File: src/rtl/msi_agg_pkg.sv
package msi_agg_pkg;
  localparam int EOI_ADDR      = 'h050;
  localparam int MSI_TGT_ADDR  = 'h054;
  localparam int MSI_STAT_BASE = 'h104;
  localparam int INTX_STAT_BASE = 'h184;
  localparam int REG_STRIDE    = 'h10;
  localparam int EN_SET_OFS    = 'h4;
  localparam int EN_CLR_OFS    = 'h8;
endpackage

File: src/rtl/irq_slice.sv
module irq_slice #(
  parameter int W = 4
) (
  input  logic         clk,
  input  logic         rst,
  input  logic [W-1:0] set_i,
  input  logic         stat_clr_we,
  input  logic         en_set_we,
  input  logic         en_clr_we,
  input  logic [W-1:0] wbits,
  input  logic         eoi_i,
  output logic [W-1:0] status_o,
  output logic [W-1:0] enable_o,
  output logic         irq_o
);
  logic [W-1:0] status_q, enable_q;
  logic         armed_q, irq_q, fire;

  assign fire = armed_q & (|(status_q & enable_q));

  always_ff @(posedge clk) begin
    if (rst) begin
      status_q <= '0;
      enable_q <= '0;
      armed_q  <= 1'b1;
      irq_q    <= 1'b0;
    end else begin
      // a new arrival wins over a clear in the same cycle
      status_q <= (status_q & ~(stat_clr_we ? wbits : '0)) | set_i;
      if (en_set_we)
        enable_q <= enable_q | wbits;
      else if (en_clr_we)
        enable_q <= enable_q & ~wbits;
      irq_q <= fire;
      if (eoi_i)
        armed_q <= 1'b1;
      else if (fire)
        armed_q <= 1'b0;
    end
  end

  assign status_o = status_q;
  assign enable_o = enable_q;
  assign irq_o    = irq_q;
endmodule

File: src/rtl/msi_intx_aggregator.sv
module msi_intx_aggregator #(
  parameter int ADDR_W     = 12,
  parameter int DATA_W     = 32,
  parameter int N_GROUPS   = 8,
  parameter int GROUP_BITS = 4,
  parameter int N_INTX     = 4
) (
  input  logic                clk,
  input  logic                rst,
  input  logic [ADDR_W-1:0]   bus_addr,
  input  logic                bus_we,
  input  logic [DATA_W-1:0]   bus_wdata,
  input  logic [N_INTX-1:0]   intx_in,
  output logic [DATA_W-1:0]   bus_rdata,
  output logic [N_GROUPS-1:0] msi_irq,
  output logic [N_INTX-1:0]   intx_irq
);
  import msi_agg_pkg::*;

  localparam int N_VEC = N_GROUPS * GROUP_BITS;
  localparam int VEC_W = $clog2(N_VEC);

  logic                  msi_hit, eoi_hit;
  logic [GROUP_BITS-1:0] msi_stat [N_GROUPS];
  logic [GROUP_BITS-1:0] msi_en   [N_GROUPS];
  logic [N_INTX-1:0]     intx_stat, intx_en;
  logic [DATA_W-1:0]     rd_next, rdata_q;

  assign msi_hit = bus_we && (bus_addr == ADDR_W'(MSI_TGT_ADDR))
                   && (bus_wdata[DATA_W-1:VEC_W] == '0);
  assign eoi_hit = bus_we && (bus_addr == ADDR_W'(EOI_ADDR));

  for (genvar g = 0; g < N_GROUPS; g++) begin : g_msi
    localparam int BASE = MSI_STAT_BASE + REG_STRIDE * g;
    logic [GROUP_BITS-1:0] set_v;
    for (genvar b = 0; b < GROUP_BITS; b++) begin : g_bit
      assign set_v[b] = msi_hit && (bus_wdata[VEC_W-1:0] == VEC_W'(g + N_GROUPS * b));
    end
    irq_slice #(.W(GROUP_BITS)) u_slice (
      .clk         (clk),
      .rst         (rst),
      .set_i       (set_v),
      .stat_clr_we (bus_we && bus_addr == ADDR_W'(BASE)),
      .en_set_we   (bus_we && bus_addr == ADDR_W'(BASE + EN_SET_OFS)),
      .en_clr_we   (bus_we && bus_addr == ADDR_W'(BASE + EN_CLR_OFS)),
      .wbits       (bus_wdata[GROUP_BITS-1:0]),
      .eoi_i       (eoi_hit && bus_wdata == DATA_W'(N_INTX + g)),
      .status_o    (msi_stat[g]),
      .enable_o    (msi_en[g]),
      .irq_o       (msi_irq[g])
    );
  end

  for (genvar i = 0; i < N_INTX; i++) begin : g_intx
    localparam int BASE = INTX_STAT_BASE + REG_STRIDE * i;
    irq_slice #(.W(1)) u_slice (
      .clk         (clk),
      .rst         (rst),
      .set_i       (intx_in[i]),
      .stat_clr_we (bus_we && bus_addr == ADDR_W'(BASE)),
      .en_set_we   (bus_we && bus_addr == ADDR_W'(BASE + EN_SET_OFS)),
      .en_clr_we   (bus_we && bus_addr == ADDR_W'(BASE + EN_CLR_OFS)),
      .wbits       (bus_wdata[0]),
      .eoi_i       (eoi_hit && bus_wdata == DATA_W'(i)),
      .status_o    (intx_stat[i]),
      .enable_o    (intx_en[i]),
      .irq_o       (intx_irq[i])
    );
  end

  always_comb begin
    rd_next = '0;
    for (int g = 0; g < N_GROUPS; g++) begin
      if (bus_addr == ADDR_W'(MSI_STAT_BASE + REG_STRIDE * g))
        rd_next = DATA_W'(msi_stat[g]);
      if (bus_addr == ADDR_W'(MSI_STAT_BASE + REG_STRIDE * g + EN_SET_OFS) ||
          bus_addr == ADDR_W'(MSI_STAT_BASE + REG_STRIDE * g + EN_CLR_OFS))
        rd_next = DATA_W'(msi_en[g]);
    end
    for (int i = 0; i < N_INTX; i++) begin
      if (bus_addr == ADDR_W'(INTX_STAT_BASE + REG_STRIDE * i))
        rd_next = DATA_W'(intx_stat[i]);
      if (bus_addr == ADDR_W'(INTX_STAT_BASE + REG_STRIDE * i + EN_SET_OFS) ||
          bus_addr == ADDR_W'(INTX_STAT_BASE + REG_STRIDE * i + EN_CLR_OFS))
        rd_next = DATA_W'(intx_en[i]);
    end
  end

  always_ff @(posedge clk) begin
    if (rst)
      rdata_q <= '0;
    else
      rdata_q <= rd_next;
  end

  assign bus_rdata = rdata_q;
endmodule

File: config.mk
export PLATFORM = sky130hd
export DESIGN_NAME = msi_intx_aggregator
export DESIGN_NICKNAME = d
export VERILOG_FILES = /design/src/rtl/msi_agg_pkg.sv /design/src/rtl/irq_slice.sv /design/src/rtl/msi_intx_aggregator.sv
export SDC_FILE = /design/constraint.sdc
export NUM_CORES = 1
export LEC_CHECK = 0
export BUFFER_PORTS_ARGS = -buffer_cell sky130_fd_sc_hd__buf_2
export CORE_MARGIN = 4
export CORE_UTILIZATION = 60
export CTS_CLUSTER_DIAMETER = 40
export DETAILED_ROUTE_END_ITERATION = 8
export GPL_TIMING_DRIVEN = 0
export PLACE_DENSITY = 0.88
export SLEW_MARGIN = 10
export SYNTH_ARGS = -nofsm -noshare
export SYNTH_HDL_FRONTEND = slang
export SYNTH_HIERARCHICAL = 1
export SYNTH_SLANG_ARGS = --single-unit
File: constraint.sdc
create_clock -name clk -period 6.4 [get_ports clk]
set_input_delay 1.28 -clock clk [delete_from_list [all_inputs] [get_ports clk]]
set_output_delay 1.28 -clock clk [all_outputs]
set_load 0.005 [all_outputs]
==> summary.txt <==
Outcome
  • Status: finished clean

Final layout
  • Fin cells: 927
  • NumNets Final: approximately 840
  • Share of layout cells above drive strength 1: 0.259
  • Commonest non-fill, non-tap cell in the layout: dfxtp_1
  • Final core occ: 0.704
  • ANT cells: 0
  • Most frequent cells in the layout: dfxtp_1 (100), nor2_1 (96), buf_2 (83)
  • Area delta synth->final: 14.0%

Timing
  • Setup TNS: 0 ps
  • Period Utilization, post-route: 0.538
  • RSZ-0062 raised after global routing: false
  • Fin crit period: about 3400 ps
  • Fmax achieved: 290 MHz
  • Slew HR: 0.443
  • Slew Viols, Final: 0
  • Hold Slack: 458 ps
  • Final setup skew: 12.4 ps
  • Worst-Margin Slew: 835 ps
  • Final number of setup-violating endpoints: 0
  • Final Hold Violating Endpoints: 0

Critical path
  • CP endpoint kind: flip-flop
  • CP Class: input port to flip-flop
  • CP arrival: between 3000 and 4000 ps
  • Worst R2R Path Depth: 6
  • Worst setup SP type: input port
  • WP data required: 6680 ps
  • R2r setup slk: 4750 ps
  • CP Max Fanout: 10
  • Reg-to-reg endpoint: bus_rdata[0]

Clock network
  • CTS max path bufs: 2
  • Clk pin slew, worst setup/hold paths: 110 ps
  • Total CTS buffers: 9
  • Post-CTS Hold Buffers: 0
  • Clock sink count: 100
  • CTS tree: built
  • Worst skew pair latency: approximately 370 ps
  • Clk root buf: clkbuf_8
  • Post-CTS setup repair buffer count: 0
  • Post-cts repair resize count: 0
  • H-tree depth: 3

Global routing
  • Met1 GRT Util: 0.419
  • Initial antenna violation count: 0
  • First-pass GRT wire length: just under 30000 microns
  • Global Route met2 Usage: 0.525
  • Vias in the first global route: 5621
  • Largest net degree at the start of global routing: 39
  • Gr ovfl total: 0
  • Busiest grt layer: met2
  • M3 GR Usage: 0.0906
  • GRT Util Overall: 0.331

Worst hold path
  • Worst Hold Depth: 2
  • Hold Path Class: flip-flop to flip-flop
  • Worst Hold Path EP: g_msi[0].u_slice/irq_o
  • Worst min-delay path startpoint: g_msi[0].u_slice/armed_q

Logic synthesis
  • Synthesized cell area: between 5000 and 6000 sq um
  • Register area share after synthesis: 0.351
  • Synthesis-stage register bit count: 100
  • Mean Syn Cell Area: 8.28 sq um
  • Synthesis Warnings: 6
  • Post-synth EDFFs: 0
  • Ys async rst share: 0
  • Prevailing post-synth register cell: dfxtp_1
  • Post-synth cell types: 62
  • Post-Synthesis Cells: 689

Flow run
  • Max-cap violations: 0

Route
  • Vias per cell: 6.28
  • Final wirelength: 18700 microns
  • Wirelength per Cell: just over 20 microns
  • Final antenna-violating net count: 0
  • Initial DRT Pass Iterations: 7
  • Via count: between 5000 and 6000
  • DR DRC count: 0
  • DRT iter0 DRCs: 711

Place
  • Port Buffers: between 60 and 70
  • Final Wtd Congestion: 1.02
  • HPWL after DPL: around 14000 microns
  • Inst Count DP: a little over 900

Floorplanning
  • IO Pins: between 90 and 100
  • Chip height: 106 microns
  • Die width: 106 microns
  • Rows: 35
  • Core ar.: between 9000 and 10000 sq um
  • Starting Density: 0.617
  • Die ar.: 11100 sq um

Power
  • Worst VDD drop: roughly 0.00012 V
  • PD cells: 183 nW/um^2
  • Leakage power: roughly 2.3 nW
-- cell families (layout without fill, tap and decap cells) --
family | after synthesis | after routing | synth area share
AO/OA/AOI/OAI | 255 | 255 | 0.350
buffers and inverters | 68 | 150 | 0.0682
flip-flops | 100 | 100 | 0.351
multiplexers | 6 | 6 | 0.0107
other | 1 | 28 | 0.000657
AND/OR/NAND/NOR | 259 | 259 | 0.219
-- power by group --
part	switching [mW]	internal, mW
registers	0.00150	0.624
logic	0.0843	0.0485
clock network	0.243	0.187
total	0.329	0.859
-- critical path: stages --
cell      delay (ps)
buf_2            100
nor3_1           300
and3_1           370
buf_2            280
nand4_1          180
clkbuf_1         430
nor3_1           500
a21bo_2          220
a21oi_1           60
-- routing by layer --
layer	vias to the layer above	routed length, microns
met2	422	8220
met3	64	2470
met4	0	740
met1	2665	7300
met5	-	0
li1	2670	-
-- cells in the mapped netlist (3+ instances only) --
cell,n,area (sq um)
o221ai_1,4,35.0
a211o_1,4,35.0
o32ai_1,3,26.3
o21ba_2,32,320
a222oi_1,3,30.0
a21bo_2,32,320
o21ai_0,8,40.0
nand3_1,15,75.1
nor3b_1,8,60.1
buf_4,28,210
nand2b_1,21,131
a221oi_2,4,60.1
a21boi_0,32,240
o2bb2ai_1,9,78.8
a21bo_1,4,40.0
dfxtp_1,100,2000
clkbuf_1,12,45.0
inv_2,3,11.3
a311o_1,8,80.1
nand2_1,64,240
nor4_1,9,56.3
inv_1,6,22.5
nor2_1,96,360
a22oi_1,19,143
mux2i_1,5,50.1
nor3_1,13,65.1
a311oi_1,4,35.0
a21oi_1,60,300
buf_2,17,85.1
nand4_1,4,25.0
nor3b_2,3,37.5
nor2b_1,9,56.3
o22ai_1,9,56.3
o21a_1,3,22.5
a2bb2oi_1,4,35.0
-- per-stage QoR --
step                area, sq um  worst slack, ps  total power, mW
finish                     6500             2960             1.19
global route               6500             2890             1.22
CTS                        6500             3030             1.18
detailed placement         6300             2630            0.767
global placement           6300             2780            0.764
floorplan                  5810             3450            0.714
-- worst max-delay path by stage --
stage	depth (start not counted)	start	slack, ps	endpoint
3_3_place_gp	9	bus_addr[9]	2780	flip-flop
6_report	9	bus_addr[9]	2960	flip-flop
4_1_cts	9	bus_addr[9]	3030	flip-flop
2_1_floorplan	8	bus_addr[9]	3450	flip-flop
3_5_place_dp	9	bus_addr[9]	2630	flip-flop
5_1_grt	9	bus_addr[9]	2890	flip-flop
-- layout make-up --
class	count	area, sq um
Inverter	9	33.8
Multi-Input combinational cell	548	3420
Timing Repair Buffer	66	330
Clock inverter	7	80.1
Sequential cell	100	2000
Clock buffer	9	124
Buffer	59	355
Fill cell	746	2740
Tap cell	129	161
No activity file was read; power rests on OpenSTA's default activity.
